--- src/rtl/sdn_pkg.sv ---
package sdn_pkg;
    localparam int WORD_W    = 32;
    localparam int SP_EXP_W  = 8;
    localparam int SP_FRAC_W = 23;
    localparam int DP_EXP_W  = 11;
    localparam int SP_BIAS   = 127;
    localparam int DP_BIAS   = 1023;
    // exponent of a subnormal single rebased to double, before any shift
    localparam int EXP_START = DP_BIAS - (SP_BIAS - 1);
    localparam int EXP_FLOOR = EXP_START - SP_FRAC_W;

    typedef enum logic [1:0] {
        ST_IDLE   = 2'd0,
        ST_SHIFT  = 2'd1,
        ST_BYPASS = 2'd2
    } sdn_state_e;
endpackage

--- src/rtl/sdn_classify.sv ---
module sdn_classify #(
    parameter int EXP_W  = 8,
    parameter int FRAC_W = 23,
    localparam int IN_W  = 1 + EXP_W + FRAC_W
) (
    input  logic [IN_W-1:0]   word,
    output logic              is_sub,
    output logic              sign,
    output logic [FRAC_W-1:0] frac
);
    logic exp_zero;
    logic frac_nz;

    always_comb begin
        sign     = word[IN_W-1];
        frac     = word[FRAC_W-1:0];
        exp_zero = (word[IN_W-2:FRAC_W] == '0);
        frac_nz  = (frac != '0);
        // sign-only inputs (negative zero) fall out here: no fraction bit set
        is_sub   = exp_zero && frac_nz;
    end
endmodule

--- src/rtl/sdn_shifter.sv ---
module sdn_shifter #(
    parameter int FRAC_W    = 23,
    parameter int EXP_W     = 11,
    parameter int EXP_START = 897,
    localparam int MANT_W   = FRAC_W + 1,
    localparam int EXP_LO   = EXP_START - FRAC_W
) (
    input  logic              clk,
    input  logic              rst_n,
    input  logic              load,
    input  logic              shift,
    input  logic [FRAC_W-1:0] frac_in,
    output logic [FRAC_W-1:0] frac_out,
    output logic [EXP_W-1:0]  exp_out,
    output logic              hidden
);
    logic [MANT_W-1:0] mant_q;
    logic [EXP_W-1:0]  exp_q;

    always_ff @(posedge clk or negedge rst_n) begin
        if (!rst_n) begin
            mant_q <= '0;
            exp_q  <= '0;
        end else if (load) begin
            mant_q <= {1'b0, frac_in};
            exp_q  <= EXP_W'(EXP_START);
        end else if (shift) begin
            mant_q <= {mant_q[MANT_W-2:0], 1'b0};
            exp_q  <= exp_q - EXP_W'(1);
        end
    end

    always_comb begin
        hidden   = mant_q[MANT_W-1];
        frac_out = mant_q[FRAC_W-1:0];
        exp_out  = exp_q;
    end

    // each shift step lowers the exponent by exactly one
    a_r4_exp_step: assert property (@(posedge clk) disable iff (!rst_n)
        shift |=> (exp_q == $past(exp_q) - EXP_W'(1)));

    // a loaded fraction starts at the rebased exponent with no leading bit
    a_r4_load_start: assert property (@(posedge clk) disable iff (!rst_n)
        (load && frac_in != '0) |=> (exp_q == EXP_W'(EXP_START) && !hidden));

    // the loop never runs past 23 shifts for a nonzero fraction
    a_r5_exp_floor: assert property (@(posedge clk) disable iff (!rst_n)
        shift |-> (exp_q > EXP_W'(EXP_LO)));
endmodule

--- src/rtl/sdn_pack.sv ---
module sdn_pack #(
    parameter int FRAC_W  = 23,
    parameter int EXP_W   = 11,
    parameter int WORD_W  = 32,
    localparam int HI_F_W = WORD_W - 1 - EXP_W,
    localparam int LO_F_W = FRAC_W - HI_F_W
) (
    input  logic              sign,
    input  logic [EXP_W-1:0]  exp_in,
    input  logic [FRAC_W-1:0] frac,
    output logic [WORD_W-1:0] hi_word,
    output logic [WORD_W-1:0] lo_word
);
    always_comb begin
        hi_word = {sign, exp_in, frac[FRAC_W-1:LO_F_W]};
        lo_word = {frac[LO_F_W-1:0], {(WORD_W-LO_F_W){1'b0}}};
    end
endmodule

--- src/rtl/sub2dbl_norm.sv ---
module sub2dbl_norm #(
    parameter int ADDR_W = 4
) (
    input  logic              clk,
    input  logic              rst_n,
    input  logic              start,
    input  logic [31:0]       src_word,
    input  logic [ADDR_W-1:0] dst_idx,
    output logic              busy,
    output logic              done,
    output logic              wr_en,
    output logic [ADDR_W-1:0] wr_hi_idx,
    output logic [ADDR_W-1:0] wr_lo_idx,
    output logic [31:0]       wr_hi_data,
    output logic [31:0]       wr_lo_data
);
    import sdn_pkg::*;

    localparam int EXP_MSB = WORD_W - 2;
    localparam int EXP_LSB = WORD_W - 1 - DP_EXP_W;
    localparam int LO_ZW   = WORD_W - (SP_FRAC_W - (WORD_W - 1 - DP_EXP_W));

    sdn_state_e state_q, state_d;

    logic                 in_sub, in_sign;
    logic [SP_FRAC_W-1:0] in_frac;
    logic                 accept, load, shift;
    logic                 sign_q;
    logic [ADDR_W-1:0]    idx_q;
    logic [SP_FRAC_W-1:0] norm_frac;
    logic [DP_EXP_W-1:0]  norm_exp;
    logic                 hidden;

    sdn_classify #(.EXP_W(SP_EXP_W), .FRAC_W(SP_FRAC_W)) u_classify (
        .word   (src_word),
        .is_sub (in_sub),
        .sign   (in_sign),
        .frac   (in_frac)
    );

    sdn_shifter #(.FRAC_W(SP_FRAC_W), .EXP_W(DP_EXP_W), .EXP_START(EXP_START)) u_shifter (
        .clk      (clk),
        .rst_n    (rst_n),
        .load     (load),
        .shift    (shift),
        .frac_in  (in_frac),
        .frac_out (norm_frac),
        .exp_out  (norm_exp),
        .hidden   (hidden)
    );

    sdn_pack #(.FRAC_W(SP_FRAC_W), .EXP_W(DP_EXP_W), .WORD_W(WORD_W)) u_pack (
        .sign    (sign_q),
        .exp_in  (norm_exp),
        .frac    (norm_frac),
        .hi_word (wr_hi_data),
        .lo_word (wr_lo_data)
    );

    always_comb begin
        accept = start && (state_q == ST_IDLE);
        load   = accept && in_sub;
        shift  = (state_q == ST_SHIFT) && !hidden;
    end

    // next-state decision
    always_comb begin
        state_d = state_q;
        unique case (state_q)
            ST_IDLE:   if (accept) state_d = in_sub ? ST_SHIFT : ST_BYPASS;
            ST_SHIFT:  if (hidden) state_d = ST_IDLE;
            ST_BYPASS: state_d = ST_IDLE;
            default:   state_d = ST_IDLE;
        endcase
    end

    // state register and request capture
    always_ff @(posedge clk or negedge rst_n) begin
        if (!rst_n) begin
            state_q <= ST_IDLE;
            sign_q  <= 1'b0;
            idx_q   <= '0;
        end else begin
            state_q <= state_d;
            if (accept) begin
                sign_q <= in_sign;
                idx_q  <= dst_idx;
            end
        end
    end

    // outputs
    always_comb begin
        busy      = 1'b0;
        done      = 1'b0;
        wr_en     = 1'b0;
        wr_hi_idx = idx_q;
        wr_lo_idx = idx_q + ADDR_W'(1);
        unique case (state_q)
            ST_IDLE:   ;
            ST_SHIFT: begin
                busy  = 1'b1;
                done  = hidden;
                wr_en = hidden;
            end
            ST_BYPASS: begin
                busy = 1'b1;
                done = 1'b1;
            end
            default:   ;
        endcase
    end

    // completion is a single-cycle pulse
    a_r8_done_pulse: assert property (@(posedge clk) disable iff (!rst_n)
        done |=> !done);

    // writes only happen alongside completion
    a_r8_wr_with_done: assert property (@(posedge clk) disable iff (!rst_n)
        wr_en |-> done);

    // destination index is frozen while a request runs
    a_r9_idx_hold: assert property (@(posedge clk) disable iff (!rst_n)
        busy |=> $stable(wr_hi_idx));

    // a written double always carries a normal exponent
    a_r5_exp_normal: assert property (@(posedge clk) disable iff (!rst_n)
        wr_en |-> (wr_hi_data[EXP_MSB:EXP_LSB] != '0));

    // low word padding is zero
    a_r6_lo_pad: assert property (@(posedge clk) disable iff (!rst_n)
        wr_en |-> (wr_lo_data[LO_ZW-1:0] == '0));

    // the bypass path never writes
    a_r3_bypass_nowrite: assert property (@(posedge clk) disable iff (!rst_n)
        (state_q == ST_BYPASS) |-> !wr_en);
endmodule

--- config.mk ---
export PLATFORM = sky130hd
export DESIGN_NAME = sub2dbl_norm
export DESIGN_NICKNAME = d
export VERILOG_FILES = /design/src/rtl/sdn_pkg.sv /design/src/rtl/sdn_classify.sv /design/src/rtl/sdn_shifter.sv /design/src/rtl/sdn_pack.sv /design/src/rtl/sub2dbl_norm.sv
export SDC_FILE = /design/constraint.sdc
export NUM_CORES = 1
export LEC_CHECK = 0
export ABC_AREA = 1
export BUFFER_PORTS_ARGS = -buffer_cell sky130_fd_sc_hd__buf_2
export CAP_MARGIN = 10
export CELL_PAD_IN_SITES_DETAIL_PLACEMENT = 1
export CELL_PAD_IN_SITES_GLOBAL_PLACEMENT = 2
export CORE_MARGIN = 2
export CORE_UTILIZATION = 28
export DETAILED_ROUTE_END_ITERATION = 7
export GPL_ROUTABILITY_DRIVEN = 0
export PLACE_DENSITY_LB_ADDON = 0.1
export RECOVER_POWER = 25
export SETUP_SLACK_MARGIN = 0.4
export SLEW_MARGIN = 20
export SYNTH_ARGS = -nofsm -noshare
export SYNTH_HDL_FRONTEND = slang
export SYNTH_HIERARCHICAL = 1
export SYNTH_SLANG_ARGS = --single-unit
--- constraint.sdc ---
create_clock -name clk -period 2.5 [get_ports clk]
set_input_delay 0.125 -clock clk [delete_from_list [all_inputs] [get_ports clk]]
set_output_delay 0.125 -clock clk [all_outputs]
set_load 0.01 [all_outputs]
==> results.sh <==
export IMPL_status="completed"
export IMPL_setup_viol=0
export IMPL_globalRouteTotalUtil_pct=13.0
export IMPL_setup_tns_ps=0
export IMPL_post_route_drc_count=0
export IMPL_rsz0062_at_grt="false"
export IMPL_hp_class="primary input to register"
export IMPL_grt_overflow_total=0
export IMPL_crit_chain="inv_1 -> ha_1 -> nand2_4 -> nor2_4 -> inv_2 -> nand2_2 -> inv_2 -> nand2_1 -> o211ai_1"
export IMPL_peakVddDrop_mv=0.209
export IMPL_reg2regPathDepth=9
export IMPL_drt_iter0_markers=43
export IMPL_hold_slack_ps=22.0
export IMPL_syn_cell_area_mm2=0.00278
export IMPL_tightest_slew_ps=1180
export IMPL_antennaDiodeCount=0
export IMPL_finish_utilization_pct=30.1
export IMPL_numClockSinks=42
export IMPL_r2r_start="state_q[0]$_DFFE_PN0P_"
export IMPL_power_density_mw_per_mm2=543
export IMPL_fp_coreArea_mm2=0.00968
export IMPL_ys_seq_area_share_pct=37.8
export IMPL_fin_ws_ps=611
export IMPL_max_freq_mhz=529
export IMPL_cts_tree="yes"
export IMPL_final_max_slew_viol_count=0
export IMPL_finalHoldViolCount=0
export IMPL_clockRootBuffer="clkbuf_8"
export IMPL_endpoint_kind="register"
export IMPL_postSynthCellCount=354
export IMPL_rows=36
export IMPL_clk_pin_slew_ps=80
export IMPL_wl_per_cell_um=13.3
export IMPL_die_w_um=104
export IMPL_final_area_mm2=0.00291
export IMPL_via_per_inst=4.17
export IMPL_maxCapViolCount=0
export IMPL_synth_warnings=6
export IMPL_pre_cts_ws_ps=383
export IMPL_io_pins=114
export IMPL_worstPathRequired_ps=2720
export IMPL_die_h_um=104
export IMPL_cpLargestDelayFamily="buffers and inverters"
export IMPL_slowest_stage="dfrtp_1"
export IMPL_worstHoldEndpoint="wr_hi_idx[2]$_DFFE_PN0P_"
export IMPL_die_area_mm2=0.0107
export IMPL_slew_headroom_pct=21.2
export IMPL_reg2reg_to="u_shifter/mant_q[16]$_DFFE_PN0P_"
export IMPL_port_buffer_count=84
export IMPL_path_class="register to register"
export IMPL_min_path_cells=3
export IMPL_drt_total_wl_um=6840
export IMPL_crit_buf_inv=3
export IMPL_dp_cells=506
export IMPL_ant_nets=0
export IMPL_fin_skew_ps=4.08
export IMPL_clk_path_buf_depth=2
export IMPL_grt_pass1_wl_um=11200
export IMPL_final_nets=425
export IMPL_finalCriticalPeriod_ps=1890
export IMPL_yosysUniqueCellTypes=30
export IMPL_antenna_found_initial=0
export IMPL_firstDrtPassIters=4
export IMPL_power_leakage_nw=1.55
export IMPL_vias=2148
export IMPL_grt_max_degree=25
export IMPL_numCtsBuffers=5
export IMPL_worstHoldStart="dst_idx[2]"
export IMPL_place_hpwl_um=5140
export IMPL_grt_pass1_vias=2202
export IMPL_cp_slowest_stage_delay_ps=390
export IMPL_crit_top_cell="inv_2"
export IMPL_initial_core_util_pct=28.7
export IMPL_dpl_cell_area_mm2=0.00279
export IMPL_drive_gt1_share_pct=24.9
export IMPL_r2r_slack_ps=610
export IMPL_clk_latency_ps=300
export IMPL_report_power_total_mw=1.58
export IMPL_cp_arrival_ps=2110
export IMPL_min_period_over_period_pct=75.6
export IMPL_syn_avg_cell_area_um2=7.85
export IMPL_cts_max_level=2
export IMPL_crit_path_start_kind="register"
export IMPL_crit_fanout=15
export IMPL_fin_cells=515
export IMPL_synth_seq_cells=42
export IMPL_syn2layout_area_growth_pct=4.82
## placed cells by master, fill, tap and decap left out, drive strengths merged
| cell type | instances |
|---|---|
| nor2 | 34 |
| dlygate4sd3 | 1 |
| ha | 5 |
| nand2 | 88 |
| inv | 32 |
| nand3b | 1 |
| nand3 | 12 |
| or2 | 1 |
| o211ai | 4 |
| conb | 29 |
| o221ai | 4 |
| a22oi | 13 |
| buf | 73 |
| nand4 | 1 |
| bufinv | 1 |
| clkinv | 2 |
| dfrtp | 42 |
| xor2 | 1 |
| o21a | 1 |
| a21oi | 2 |
| clkbuf | 18 |
| nor3 | 5 |
| o21ai | 11 |
| o22ai | 1 |
## synth_stat cells, drive strengths merged
cell type,instances,area share (%)
nand3b,1,0.27
o21ai,11,2.0
nor3,5,0.90
o221ai,4,1.3
a21oi,2,0.36
ha,5,2.3
o211ai,4,1.1
or2,1,0.23
a22oi,13,3.5
nand2,88,12
nand3,12,2.3
conb,1,0.14
xor2,1,0.32
o21a,1,0.27
nand4,1,0.23
nor2,34,5.1
clkbuf,3,0.41
buf,92,25
inv,32,4.4
dfrtp,42,38
o22ai,1,0.23
## metal layers
layer | share of wire, % | wire [µm] | vias up | track usage, %
li1 | - | - | 1057 | -
met1 | 47 | 3200 | 1008 | 16.6
met2 | 47 | 3230 | 79 | 22.0
met3 | 5.2 | 356 | 4 | 3.15
met4 | 0.82 | 56 | 0 | 3.19
met5 | 0 | 0 | - | 0
## layout make-up
cell class	instances	area, µm²
tap	133	166
sequential	42	1050
multi-input combinational	213	1030
clock inverter	3	40.0
timing repair buffer	87	429
clock buffer	5	68.8
inverter	32	125
fill	1216	6770
## how the worst max path moves through the flow
stage                           startpoint                               end  slack (ps)  depth (start not counted)
global route        state_q[1]$_DFFE_PN0P_  u_shifter/mant_q[14]$_DFFE_PN0P_         400                          9
CTS                 state_q[0]$_DFFE_PN0P_  u_shifter/exp_out[4]$_DFFE_PN0P_         430                         10
floorplan           state_q[0]$_DFFE_PN0P_  u_shifter/exp_out[3]$_DFFE_PN0P_         960                         10
global placement               src_word[9]  u_shifter/exp_out[4]$_DFFE_PN0P_         450                         15
finish              state_q[0]$_DFFE_PN0P_  u_shifter/mant_q[16]$_DFFE_PN0P_         610                          9
detailed placement            src_word[19]  u_shifter/exp_out[4]$_DFFE_PN0P_         380                         15
## registers in the layout (all words and copies together), names as in the netlist
register,count
sign_q,1
u_shifter/exp_out,11
state_q,2
u_shifter/mant_q,24
wr_hi_idx,4
## tightest hold or removal path, stage by stage
cell and delay (ps):
buf_2 80, nand2_1 40, nand2_1 40
## kinds of logic after synthesis
family                     synth area share, %
other                                    0.135
xor gates and xnor gates                 0.315
adders and majority gates                 2.25
buffers and inverters                     29.3
and+or+nand+nor                           21.4
AOI/OAI and AO/OA                         8.69
DFF                                       37.8
## power by group
| group | switching (mW) | internal [mW] | leakage [nW] |
|---|---|---|---|
| Clock | 0.249 | 0.294 | 0.0579 |
| Sequential | 0.0373 | 0.718 | 0.569 |
| Combinational | 0.174 | 0.108 | 0.923 |
| Total | 0.461 | 1.12 | 1.55 |
## repair_timing
item                                   CTS  global route
setup endpoints to repair                0            23
setup buffers                            0             0
hold buffers                             1             0
gates resized for setup                  0             5
endpoints found under the hold margin   20             0
(Power assumes the default switching activity.)
